### config.mk
export PLATFORM = sky130hd
export DESIGN_NAME = i2c_addr_match
export DESIGN_NICKNAME = d
export VERILOG_FILES = /design/src/rtl/i2cam_pkg.sv /design/src/rtl/i2cam_shifter.sv /design/src/rtl/i2cam_compare.sv /design/src/rtl/i2cam_ctrl.sv /design/src/rtl/i2c_addr_match.sv
export SDC_FILE = /design/constraint.sdc
export NUM_CORES = 1
export LEC_CHECK = 0
export ABC_CLOCK_PERIOD_IN_PS = 5310
export BUFFER_PORTS_ARGS = -buffer_cell sky130_fd_sc_hd__buf_2
export CORE_MARGIN = 1
export CORE_UTILIZATION = 40
export DETAILED_ROUTE_END_ITERATION = 6
export PLACE_DENSITY = 0.68
export SLEW_MARGIN = 20
export SYNTH_ARGS = -nofsm -noshare
export SYNTH_HDL_FRONTEND = slang
export SYNTH_HIERARCHICAL = 1
export SYNTH_SLANG_ARGS = --single-unit
### constraint.sdc
create_clock -name clk -period 5.31 [get_ports clk]
set_input_delay 0.7965 -clock clk [delete_from_list [all_inputs] [get_ports clk]]
set_output_delay 0.7965 -clock clk [all_outputs]
set_load 0.02 [all_outputs]
### src/rtl/i2cam_pkg.sv
package i2cam_pkg;

    localparam int BYTE_W   = 8;
    localparam int CNT_W    = 4;
    localparam int MASK_W   = 7;
    localparam int HI_W     = 2;
    localparam int PREFIX_W = BYTE_W - HI_W - 1;

    localparam logic [PREFIX_W-1:0] HDR10_PREFIX = 5'b11110;
    localparam logic [CNT_W-1:0]    CNT_LAST_BIT = CNT_W'(BYTE_W - 1);
    localparam logic [CNT_W-1:0]    CNT_ACK_WAIT = CNT_W'(BYTE_W);
    localparam logic [CNT_W-1:0]    CNT_ACK_CLK  = CNT_W'(BYTE_W + 1);

    typedef enum logic [2:0] {
        ST_IDLE,
        ST_ADDR,
        ST_HDR_OK,
        ST_MATCHED,
        ST_SKIP
    } am_state_t;

    typedef struct packed {
        logic ten_bit;
        logic mask5;
    } am_cfg_t;

    typedef struct packed {
        logic hit;
        logic final_hit;
    } am_verdict_t;

    // Per-bit don't-care vector over a received address byte.
    function automatic logic [BYTE_W-1:0] expand_mask(
        input logic [MASK_W-1:0] m,
        input am_cfg_t           cfg
    );
        logic [BYTE_W-1:0] r;
        r = {m, 1'b0};
        if (cfg.mask5) r[BYTE_W-1:BYTE_W-2] = 2'b00;
        if (cfg.ten_bit) r[0] = m[0];
        else             r[0] = 1'b1;
        return r;
    endfunction

    function automatic logic masked_eq(
        input logic [BYTE_W-1:0] a,
        input logic [BYTE_W-1:0] b,
        input logic [BYTE_W-1:0] dc
    );
        return ((a ^ b) & ~dc) == '0;
    endfunction

endpackage

### src/rtl/i2cam_shifter.sv
module i2cam_shifter
    import i2cam_pkg::*;
(
    input  logic              clk,
    input  logic              rst,
    input  logic              ev_start,
    input  logic              ev_stop,
    input  logic              scl_rise,
    input  logic              scl_fall,
    input  logic              sda_in,
    output logic [BYTE_W-1:0] byte_q,
    output logic              byte_done,
    output logic              ack_open,
    output logic              ack_close,
    output logic              in_ack_slot
);

    logic [CNT_W-1:0] cnt;

    always_ff @(posedge clk) begin
        if (rst) begin
            cnt       <= '0;
            byte_q    <= '0;
            byte_done <= 1'b0;
        end else if (ev_start || ev_stop) begin
            cnt       <= '0;
            byte_done <= 1'b0;
        end else begin
            byte_done <= 1'b0;
            if (scl_rise) begin
                if (cnt < CNT_ACK_WAIT) begin
                    byte_q    <= {byte_q[BYTE_W-2:0], sda_in};
                    cnt       <= cnt + 1'b1;
                    byte_done <= (cnt == CNT_LAST_BIT);
                end else if (cnt == CNT_ACK_WAIT) begin
                    cnt <= CNT_ACK_CLK;
                end
            end else if (scl_fall && cnt == CNT_ACK_CLK) begin
                cnt <= '0;
            end
        end
    end

    assign ack_open    = scl_fall && (cnt == CNT_ACK_WAIT) && !ev_start && !ev_stop;
    assign ack_close   = scl_fall && (cnt == CNT_ACK_CLK);
    assign in_ack_slot = (cnt >= CNT_ACK_WAIT);


    cnt_range_chk: assert property (@(posedge clk) disable iff (rst)
        cnt <= CNT_ACK_CLK);


    restart_clears_cnt_chk: assert property (@(posedge clk) disable iff (rst)
        (ev_start || ev_stop) |=> (cnt == '0));

endmodule

### src/rtl/i2cam_compare.sv
module i2cam_compare
    import i2cam_pkg::*;
(
    input  am_cfg_t           cfg,
    input  logic [HI_W-1:0]   own_hi,
    input  logic [BYTE_W-1:0] own_lo,
    input  logic [MASK_W-1:0] addr_mask,
    input  logic [BYTE_W-1:0] rx_byte,
    input  logic              expect_low,
    output am_verdict_t       verdict
);

    logic [BYTE_W-1:0] dc;
    logic              hdr_ok;
    logic              low_ok;

    always_comb begin
        dc     = expand_mask(addr_mask, cfg);
        low_ok = masked_eq(rx_byte, own_lo, dc);
        hdr_ok = (rx_byte[BYTE_W-1:HI_W+1] == HDR10_PREFIX)
              && (rx_byte[HI_W:1] == own_hi)
              && !rx_byte[0];
        if (!cfg.ten_bit) begin
            verdict.hit       = low_ok;
            verdict.final_hit = 1'b1;
        end else if (expect_low) begin
            verdict.hit       = low_ok;
            verdict.final_hit = 1'b1;
        end else begin
            verdict.hit       = hdr_ok;
            verdict.final_hit = 1'b0;
        end
    end

endmodule

### src/rtl/i2cam_ctrl.sv
module i2cam_ctrl
    import i2cam_pkg::*;
(
    input  logic              clk,
    input  logic              rst,
    input  logic              ev_start,
    input  logic              ev_stop,
    input  logic              byte_done,
    input  logic [BYTE_W-1:0] byte_q,
    input  am_verdict_t       verdict,
    input  logic              ack_open,
    input  logic              ack_close,
    output am_state_t         state,
    output logic              ack_drive,
    output logic [BYTE_W-1:0] addr_buf,
    output logic              addr_irq
);

    logic ack_pend;

    always_ff @(posedge clk) begin
        if (rst) begin
            state     <= ST_IDLE;
            ack_pend  <= 1'b0;
            ack_drive <= 1'b0;
            addr_buf  <= '0;
            addr_irq  <= 1'b0;
        end else begin
            addr_irq <= 1'b0;
            if (ev_start) begin
                state     <= ST_ADDR;
                ack_pend  <= 1'b0;
                ack_drive <= 1'b0;
            end else if (ev_stop) begin
                state     <= ST_IDLE;
                ack_pend  <= 1'b0;
                ack_drive <= 1'b0;
            end else begin
                if (byte_done && (state == ST_ADDR || state == ST_HDR_OK)) begin
                    if (verdict.hit) begin
                        ack_pend <= 1'b1;
                        if (verdict.final_hit) begin
                            state    <= ST_MATCHED;
                            addr_buf <= byte_q;
                            addr_irq <= 1'b1;
                        end else begin
                            state <= ST_HDR_OK;
                        end
                    end else begin
                        state <= ST_SKIP;
                    end
                end
                if (ack_open && ack_pend) ack_drive <= 1'b1;
                if (ack_close) begin
                    ack_drive <= 1'b0;
                    ack_pend  <= 1'b0;
                end
            end
        end
    end


    irq_single_pulse_chk: assert property (@(posedge clk) disable iff (rst)
        addr_irq |=> !addr_irq);


    buf_hold_chk: assert property (@(posedge clk) disable iff (rst)
        !addr_irq |-> $stable(addr_buf));


    ack_release_chk: assert property (@(posedge clk) disable iff (rst)
        (ev_start || ev_stop) |=> !ack_drive);


    matched_no_irq_chk: assert property (@(posedge clk) disable iff (rst)
        (state == ST_MATCHED && byte_done && !ev_start && !ev_stop) |=> !addr_irq);

endmodule

### src/rtl/i2c_addr_match.sv
module i2c_addr_match
    import i2cam_pkg::*;
(
    input  logic              clk,
    input  logic              rst,
    input  logic              cfg_ten_bit,
    input  logic              cfg_mask5,
    input  logic [HI_W-1:0]   own_hi,
    input  logic [BYTE_W-1:0] own_lo,
    input  logic [MASK_W-1:0] addr_mask,
    input  logic              ev_start,
    input  logic              ev_stop,
    input  logic              scl_rise,
    input  logic              scl_fall,
    input  logic              sda_in,
    output logic              ack_drive,
    output logic [BYTE_W-1:0] addr_buf,
    output logic              addr_irq
);

    am_cfg_t           cfg;
    am_verdict_t       verdict;
    am_state_t         state;
    logic [BYTE_W-1:0] byte_q;
    logic              byte_done;
    logic              ack_open;
    logic              ack_close;
    logic              in_ack_slot;

    assign cfg.ten_bit = cfg_ten_bit;
    assign cfg.mask5   = cfg_mask5;

    i2cam_shifter u_shifter (
        .clk        (clk),
        .rst        (rst),
        .ev_start   (ev_start),
        .ev_stop    (ev_stop),
        .scl_rise   (scl_rise),
        .scl_fall   (scl_fall),
        .sda_in     (sda_in),
        .byte_q     (byte_q),
        .byte_done  (byte_done),
        .ack_open   (ack_open),
        .ack_close  (ack_close),
        .in_ack_slot(in_ack_slot)
    );

    i2cam_compare u_compare (
        .cfg       (cfg),
        .own_hi    (own_hi),
        .own_lo    (own_lo),
        .addr_mask (addr_mask),
        .rx_byte   (byte_q),
        .expect_low(state == ST_HDR_OK),
        .verdict   (verdict)
    );

    i2cam_ctrl u_ctrl (
        .clk      (clk),
        .rst      (rst),
        .ev_start (ev_start),
        .ev_stop  (ev_stop),
        .byte_done(byte_done),
        .byte_q   (byte_q),
        .verdict  (verdict),
        .ack_open (ack_open),
        .ack_close(ack_close),
        .state    (state),
        .ack_drive(ack_drive),
        .addr_buf (addr_buf),
        .addr_irq (addr_irq)
    );


    ack_in_slot_chk: assert property (@(posedge clk) disable iff (rst)
        ack_drive |-> in_ack_slot);


    ack_rise_on_fall_chk: assert property (@(posedge clk) disable iff (rst)
        $rose(ack_drive) |-> $past(scl_fall));


    top_bits_unmasked_chk: assert property (@(posedge clk) disable iff (rst)
        (byte_done && verdict.hit && verdict.final_hit && cfg_mask5)
            |-> (byte_q[BYTE_W-1:BYTE_W-2] == own_lo[BYTE_W-1:BYTE_W-2]));


    miss_no_irq_chk: assert property (@(posedge clk) disable iff (rst)
        (byte_done && !verdict.hit) |=> !addr_irq);

endmodule

# Word-level counts from Yosys, hierarchy flattened
# Cells that the tools add are included.
# totals
ram_bits	0
memories	0
register_bits	27
out_inout_bits	10
inputBits	26
romBits	0
latch_bits	0
# op_classes
shift	0
mux	14
reduce_logical	25
magnitude_cmp	1
bitwise_logic	10
n_addsub	1
n_eq_ne	8
div_mod_pow	0
multipliers	0
# op_table
cell	count
$mux W4	4
$and A8 B8 Y8	1
$eq A4 B4 Y1 const B	2
$logic_and A1 B1 Y1	8
$logic_not A8 Y1	1
$not A8 Y8	1
$reduce_or A4 Y1	2
$xor A8 B8 Y8	1
$not A1 Y1	7
$mux W1	6
$mux W2	3
$eq A5 B5 Y1 const B	1
$reduce_and A5 Y1	1
$reduce_or A5 Y1	1
$add A4 B1 Y4 const B	1
$eq A4 B3 Y1 const B	1
$lt A4 B4 Y1 const B	1
$reduce_and A2 Y1	2
$eq A3 B1 Y1 const B	1
$eq A3 B2 Y1 const B	1
$logic_not A1 Y1	3
$mux W3	1
$ne A3 B1 Y1 const B	1
$reduce_and A3 Y1	1
other kinds (6)	7

# Logic depth before layout (Yosys ltp)
# Gate-level depths: netlist (run 1).
# logic_depth
ltp_word	11
ltp_mapped	9

# Cells and area by module
# The synthesis (run 1) kept the hierarchy.
# by_module_without_submodules
mod	area_per_inst_um2	cells_each	n_inst
i2cam_shifter	640.6	73	1
i2cam_ctrl	604.3	64	1
i2cam_compare	168.9	23	1
i2c_addr_match	12.5	1	1

# Least setup slack after synthesis (run 1)
# Ideal clock, no wire load.
# synth_path
path_kind	input to register
startpoint	input own_lo[3]
endpoint	register u_ctrl.addr_buf[0]
slack_ps	2716
path_buffers	1
stages	8
required_time_ps	5238
arrival_time_ps	2523
cell_sequence	xnor2_1 -> o22ai_1 -> or4_1 -> o21ai_1 -> nand4b_2 -> nor4b_4 -> buf_6 -> mux2i_1
# synth_rtl
item	line	text
start: declaration	i2c_addr_match.sv:9	input logic [BYTE_W-1:0] own_lo,
end signal: assignment	i2cam_ctrl.sv:44	addr_buf <= byte_q;
end: declaration	i2cam_ctrl.sv:15	output logic [BYTE_W-1:0] addr_buf,

==> key figures, run 1 <==
Power and ir drop
  – Lkg Pwr: 0.613 nW
  – Pwr Density: 199 nW/um2
  – Worst vdd ir: 0.000123 V

STA
  – Least-Margin Pin Slew: roughly 680 ps
  – Headroom to the max-slew limit: 0.546
  – Final Cycle Share: 0.528
  – Final hold violations: 0
  – Finish-stage setup viols: 0
  – Worst Setup Slack, final: 2510 ps
  – Post-layout minimum cycle time: 2800 ps
  – Final slew viol count: 0
  – Hold slack: 461 ps
  – Post-route setup TNS: 0 ps
  – RSZ-0062 raised after global routing: false
  – Clock Skews: 8.52 ps
  – Max Fclk: 357 MHz

Synth
  – Synth Net Count: 189
  – Cells after synthesis: 160
  – Mapped cell area: 1420 um2
  – Synth Warn #: 6
  – Post-Synthesis Mean Instance Area: 8.88 um2

Clocking
  – Postcts setup bufs: 0
  – Inserted Clock Buffers: 3
  – CTS tree: built
  – Clock-pin transition on the worst setup and hold timing paths: 130 ps
  – Post-CTS sizing: 0
  – H-tree lvl count: 1
  – CTS Buffer Depth: 2
  – # hold bufs at CTS: 0
  – Root buf cell: clkbuf_4
  – CTS Sinks: 27
  – Clk Latency, worst-skew pair: 320 ps

Floorplan
  – Initial Util: 0.423
  – Cell Rows: 21
  – Die W: 61.6 um
  – Die Y: 61.6 um
  – I/O Pins: 36
  – Total Die Area: 3800 um2
  – Core area: 3360 um2

Cells and area
  – Non-Filler Instances: 240
  – Antenna Cells: 0
  – Multi-input gate area: 808 um2
  – Most frequent cells in the layout: nand2_1 (37), buf_2 (35), dfxtp_1 (27), a21oi_1 (15), mux2i_1 (9)
  – Fill count: ~350
  – Layout Utilization: 0.487
  – Commonest non-fill, non-tap cell in the layout: nand2_1
  – Reg area: 541 um2
  – Layout cell share with drive strength beyond 1: 0.237
  – Final net count: 224
  – Layout area overhead: 15.2%

Placed design
  – GPL Wtd Cong: 0.810
  – Dpl cells: 236
  – Port Buffers: 35
  – DPL Wire Length: around 2200 um
  – Pre-CTS setup slack: ~2200 ps

Drt
  – Via density per instance: 5.03
  – Post-route ant nets: 0
  – DRT iter0 DRCs: 51
  – Avg WL per Cell: 12.1 um
  – DRC: 0
  – Vias: 1208
  – Router iterations before antenna repair: 4
  – Final wirelength: 2900 um

Worst setup path
  – Worst path cell trace: buf_2, xnor2_1, o22ai_1, or4_1, o21ai_1, nand4b_2, nor4b_4, mux2i_1
  – WP data arrival: about 3100 ps
  – R2r setup slk: approximately 2600 ps
  – Critical path's slowest cell: nor4b_4
  – Worst Path Required: 5560 ps
  – CP Class: primary input to flop
  – Crit end category: flop
  – Worst setup SP type: primary input
  – Worst path max stage delay: just over 600 ps
  – CP Max Fanout: 8

Flow run
  – Max Cap Viol: 0

Global route
  – First-pass GRT wire length: 4440 um
  – Initial antenna violation count: 0
  – GRT Max-Usage Layer: met2
  – Largest net degree at the start of global routing: 18
  – Met2 usage: 0.247
  – Total GRT Usage: 0.157
  – Vias in the first global route: 1014
  – GRT overflow: 0
  – GR Util met3: 0.0378
  – Met1 Use GR: 0.216

Hold path
  – HP Class: flop to flop

Status
  – Run status: completed
path summary, 6_finish.rpt:
| check | start | end | cells after the start |
|---|---|---|---|
| setup / recovery | own_lo[3] | u_ctrl/addr_buf[2] | 8 |
| setup reg to reg | u_ctrl/state[1] | u_ctrl/addr_buf[2] | 8 |
| hold reg to reg | u_ctrl/addr_buf[1] | u_ctrl/addr_buf[1] | 2 |
| hold / removal | u_ctrl/addr_buf[1] | u_ctrl/addr_buf[1] | 2 |
sequential cells by signal (all words and copies together) (netlist names):
signal               flops
u_shifter/cnt            4
u_shifter/byte_done      1
u_ctrl/ack_pend          1
u_ctrl/ack_drive         1
u_ctrl/addr_irq          1
u_ctrl/addr_buf          8
u_ctrl/state             3
u_shifter/byte_q         8
layer usage:
layer / routed length [um] / vias to the layer above
met5: 0 / -
met4: 17 / 0
met3: 73 / 2
met2: 1390 / 12
met1: 1420 / 564
li1: - / 630
stage by stage:
step	instance area, um2	power (mW)
floorplan	1420	0.227
finish	1640	0.326
CTS	1640	0.330
global placement	1610	0.244
detailed placement	1610	0.243
global route	1640	0.342
critical path, delay by kind of cell:
| kind | cells | cell delay [ps] |
|---|---|---|
| AND/OR/NAND/NOR | 3 | 1340 |
| XOR/XNOR | 1 | 160 |
| buffers and inverters | 1 | 110 |
| multiplexers | 1 | 250 |
| AO/OA/AOI/OAI | 2 | 390 |
report_power, final:
group | internal, mW | switching [mW] | total [mW]
clock | 0.0294 | 0.0579 | 0.0873
sequential | 0.204 | 0.00143 | 0.205
combinational | 0.0154 | 0.0185 | 0.0339
total | 0.248 | 0.0778 | 0.326
area by class of cell:
class                   instances  area share
flip-flops and latches         27       0.330
repair buffers                 35       0.107
clock buffers                   4      0.0160
well taps                      46      0.0351
multi-input cells             120       0.494
inverters                       8      0.0183
Power figures use the tool's default switching activity.
==> inputs of run 2 (changes only) <==
--- a/config.mk
+++ b/config.mk
@@ -5,12 +5,12 @@
 export SDC_FILE = /design/constraint.sdc
 export NUM_CORES = 1
 export LEC_CHECK = 0
-export ABC_CLOCK_PERIOD_IN_PS = 5310
+export ABC_CLOCK_PERIOD_IN_PS = 2500
 export BUFFER_PORTS_ARGS = -buffer_cell sky130_fd_sc_hd__buf_2
 export CORE_MARGIN = 1
 export CORE_UTILIZATION = 40
 export DETAILED_ROUTE_END_ITERATION = 6
-export PLACE_DENSITY = 0.68
+export PLACE_DENSITY = 0.7
 export SLEW_MARGIN = 20
 export SYNTH_ARGS = -nofsm -noshare
 export SYNTH_HDL_FRONTEND = slang
==> constraint.sdc (replaced) <==
create_clock -name clk -period 2.5 [get_ports clk]
set_input_delay 0.375 -clock clk [delete_from_list [all_inputs] [get_ports clk]]
set_output_delay 0.375 -clock clk [all_outputs]
set_load 0.02 [all_outputs]
==> key figures, run 2 (synthesis results as in run 1) <==
Global route
  – Vias in the first global route: 1019 (was 1014)
  – GRT overflow: 0 (unchanged)
  – Met1 Use GR: 0.225 (was 0.216)
  – GRT Max-Usage Layer: met2 (unchanged)
  – Largest net degree at the start of global routing: 18 (unchanged)
  – Total GRT Usage: 0.164 (was 0.157)
  – Initial antenna violation count: 0 (unchanged)
  – GR Util met3: 0.0441 (was 0.0378)
  – First-pass GRT wire length: 4560 um (was 4440 um)
  – Met2 usage: 0.255 (was 0.247)

Cells and area
  – Non-Filler Instances: 248 (was 240)
  – Layout area overhead: 21.0% (was 15.2%)
  – Layout cell share with drive strength beyond 1: 0.282 (was 0.237)
  – Final net count: 232 (was 224)
  – Most frequent cells in the layout: nand2_1 (37), buf_2 (35), dfxtp_1 (26), a21oi_1 (15), mux2i_1 (9) (was nand2_1 (37), buf_2 (35), dfxtp_1 (27), a21oi_1 (15), mux2i_1 (9))
  – Commonest non-fill, non-tap cell in the layout: nand2_1 (unchanged)
  – Top flop regs: u_ctrl/addr_buf x8, u_shifter/byte_q x8, u_shifter/cnt x4 (unchanged)
  – Antenna Cells: 0 (unchanged)

STA
  – Final slew viol count: 0 (unchanged)
  – Finish-stage setup viols: 0 (unchanged)
  – Clock Skews: 10.9 ps (was 8.52 ps)
  – Post-layout minimum cycle time: 2280 ps
  – Post-route setup TNS: 0 ps (unchanged)
  – Final hold violations: 0 (unchanged)
  – Max Fclk: roughly 440 MHz
  – Headroom to the max-slew limit: 0.694 (was 0.546)
  – Final Cycle Share: 0.913
  – RSZ-0062 raised after global routing: false (unchanged)
  – Least-Margin Pin Slew: 457 ps (was 678 ps)

Placed design
  – GPL Wtd Cong: 0.814 (was 0.810)
  – DPL Wire Length: 2280 um (was 2180 um)
  – Port Buffers: 35 (unchanged)
  – Dpl cells: 244 (was 236)

Clocking
  – H-tree lvl count: 1 (unchanged)
  – CTS Buffer Depth: 2 (unchanged)
  – Postcts setup bufs: 0 (unchanged)
  – Root buf cell: clkbuf_4 (unchanged)
  – Inserted Clock Buffers: 3 (unchanged)
  – CTS Sinks: 27 (unchanged)
  – CTS tree: built (unchanged)
  – Clk Latency, worst-skew pair: 330 ps (was 320 ps)
  – Clock-pin transition on the worst setup and hold timing paths: 150 ps (was 130 ps)

Power and ir drop
  – Pwr Density: 409 nW/um2 (was 199 nW/um2)
  – Worst vdd ir: 0.000301 V (was 0.000123 V)
  – Lkg Pwr: 0.660 nW (was 0.613 nW)

Drt
  – Via density per instance: 4.94 (was 5.03)
  – Post-route ant nets: 0 (unchanged)
  – Router iterations before antenna repair: 4 (unchanged)
  – Final wirelength: 3000 um (was 2900 um)
  – DRC: 0 (unchanged)
  – Vias: 1225 (was 1208)
  – Avg WL per Cell: 12.1 um (about the same)
  – DRT iter0 DRCs: 48 (was 51)

Floorplan
  – Total Die Area: 3800 um2 (unchanged)
  – Initial Util: 0.423 (unchanged)
  – Die W: 61.6 um (unchanged)
  – I/O Pins: 36 (unchanged)
  – Cell Rows: 21 (unchanged)
  – Die Y: 61.6 um (unchanged)
  – Core area: 3360 um2 (unchanged)

Hold path
  – HP Class: primary input to flop (was flop to flop)
  – Critical hold path startpoint: sda_in (was u_ctrl/addr_buf[1])

Worst setup path
  – Crit end category: flop (unchanged)
  – Setup crit start: u_ctrl/state[0] (was own_lo[3])
  – Critical path's slowest cell: or4_1 (was nor4b_4)
  – WP data arrival: 2550 ps (was 3060 ps)
  – Worst setup SP type: flop (was primary input)
  – Worst Path Required: 2760 ps (was 5560 ps)
  – Worst path max stage delay: 420 ps (was 620 ps)
  – Worst path cell trace: nor3b_2, nand2b_1, o21ai_0, or4_1, o21ai_2, nand4b_2, nor4b_4, buf_12, mux2i_1 (was buf_2, xnor2_1, o22ai_1, or4_1, o21ai_1, nand4b_2, nor4b_4, mux2i_1)
  – CP Max Fanout: 8 (unchanged)
  – CP Class: flop to flop (was primary input to flop)
  – Worst r2r src: u_ctrl/state[0] (was u_ctrl/state[1])

Flow run
  – Max Cap Viol: 0 (unchanged)

Status
  – Run status: completed (unchanged)
[run 2: path summary, 6_finish.rpt]
path / to / slack [ps] / cells after the start
worst max-delay path: u_ctrl/addr_buf[7] / 220 / 9
worst min-delay path: u_shifter/byte_q[0] / 270 / 3
worst max register to register: u_ctrl/addr_buf[7] / 220 / 9
worst min register to register: u_ctrl/addr_buf[3] / 460 / 2
[run 2: layout make-up]
class / instances / area, um2
tap: 46 / 57.6
clock inverter: 1 / 7.51
fill: 348 / 1640
sequential: 27 / 542
multi-input combinational: 120 / 812
timing repair buffer: 43 / 248
clock buffer: 3 / 22.5
inverter: 8 / 30.0
[run 2: through the flow]
stage                util  hold slack (ps)  instance area, um2  setup slack, ps  power (mW)
floorplan               -              468                1420              285       0.483
global placement    0.501              443                1680              158       0.519
detailed placement  0.501              443                1680             72.5       0.519
CTS                 0.510              258                1710              140       0.711
global route        0.511              241                1720             41.1       0.741
finish              0.511              266                1720              216       0.703
[run 2: critical path: cells and delay by family (launching register included)]
family,cells,cell delay (ps)
buffers and inverters,1,170
muxes,1,180
AOI/OAI and AO/OA,2,290
and+or+nand+nor,5,1210
DFF,1,370
[run 2: power by group]
group,total (mW),internal (mW),switching [mW]
Combinational,0.0750,0.0345,0.0405
Clock,0.192,0.0613,0.131
Sequential,0.435,0.432,0.00279
[run 2: layer usage]
metal | routed length [um] | part of all wire | up-vias
met4 | 8 | 0.0027 | 0
met2 | 1450 | 0.48 | 26
met5 | 0 | 0 | -
met1 | 1420 | 0.48 | 555
met3 | 117 | 0.039 | 2
li1 | - | - | 642
[run 2: timing repair]
action                                  4_1_cts  5_1_grt
resized for setup                             0        2
hold buffers                                  0        0
endpoints found under the setup margin        0        8
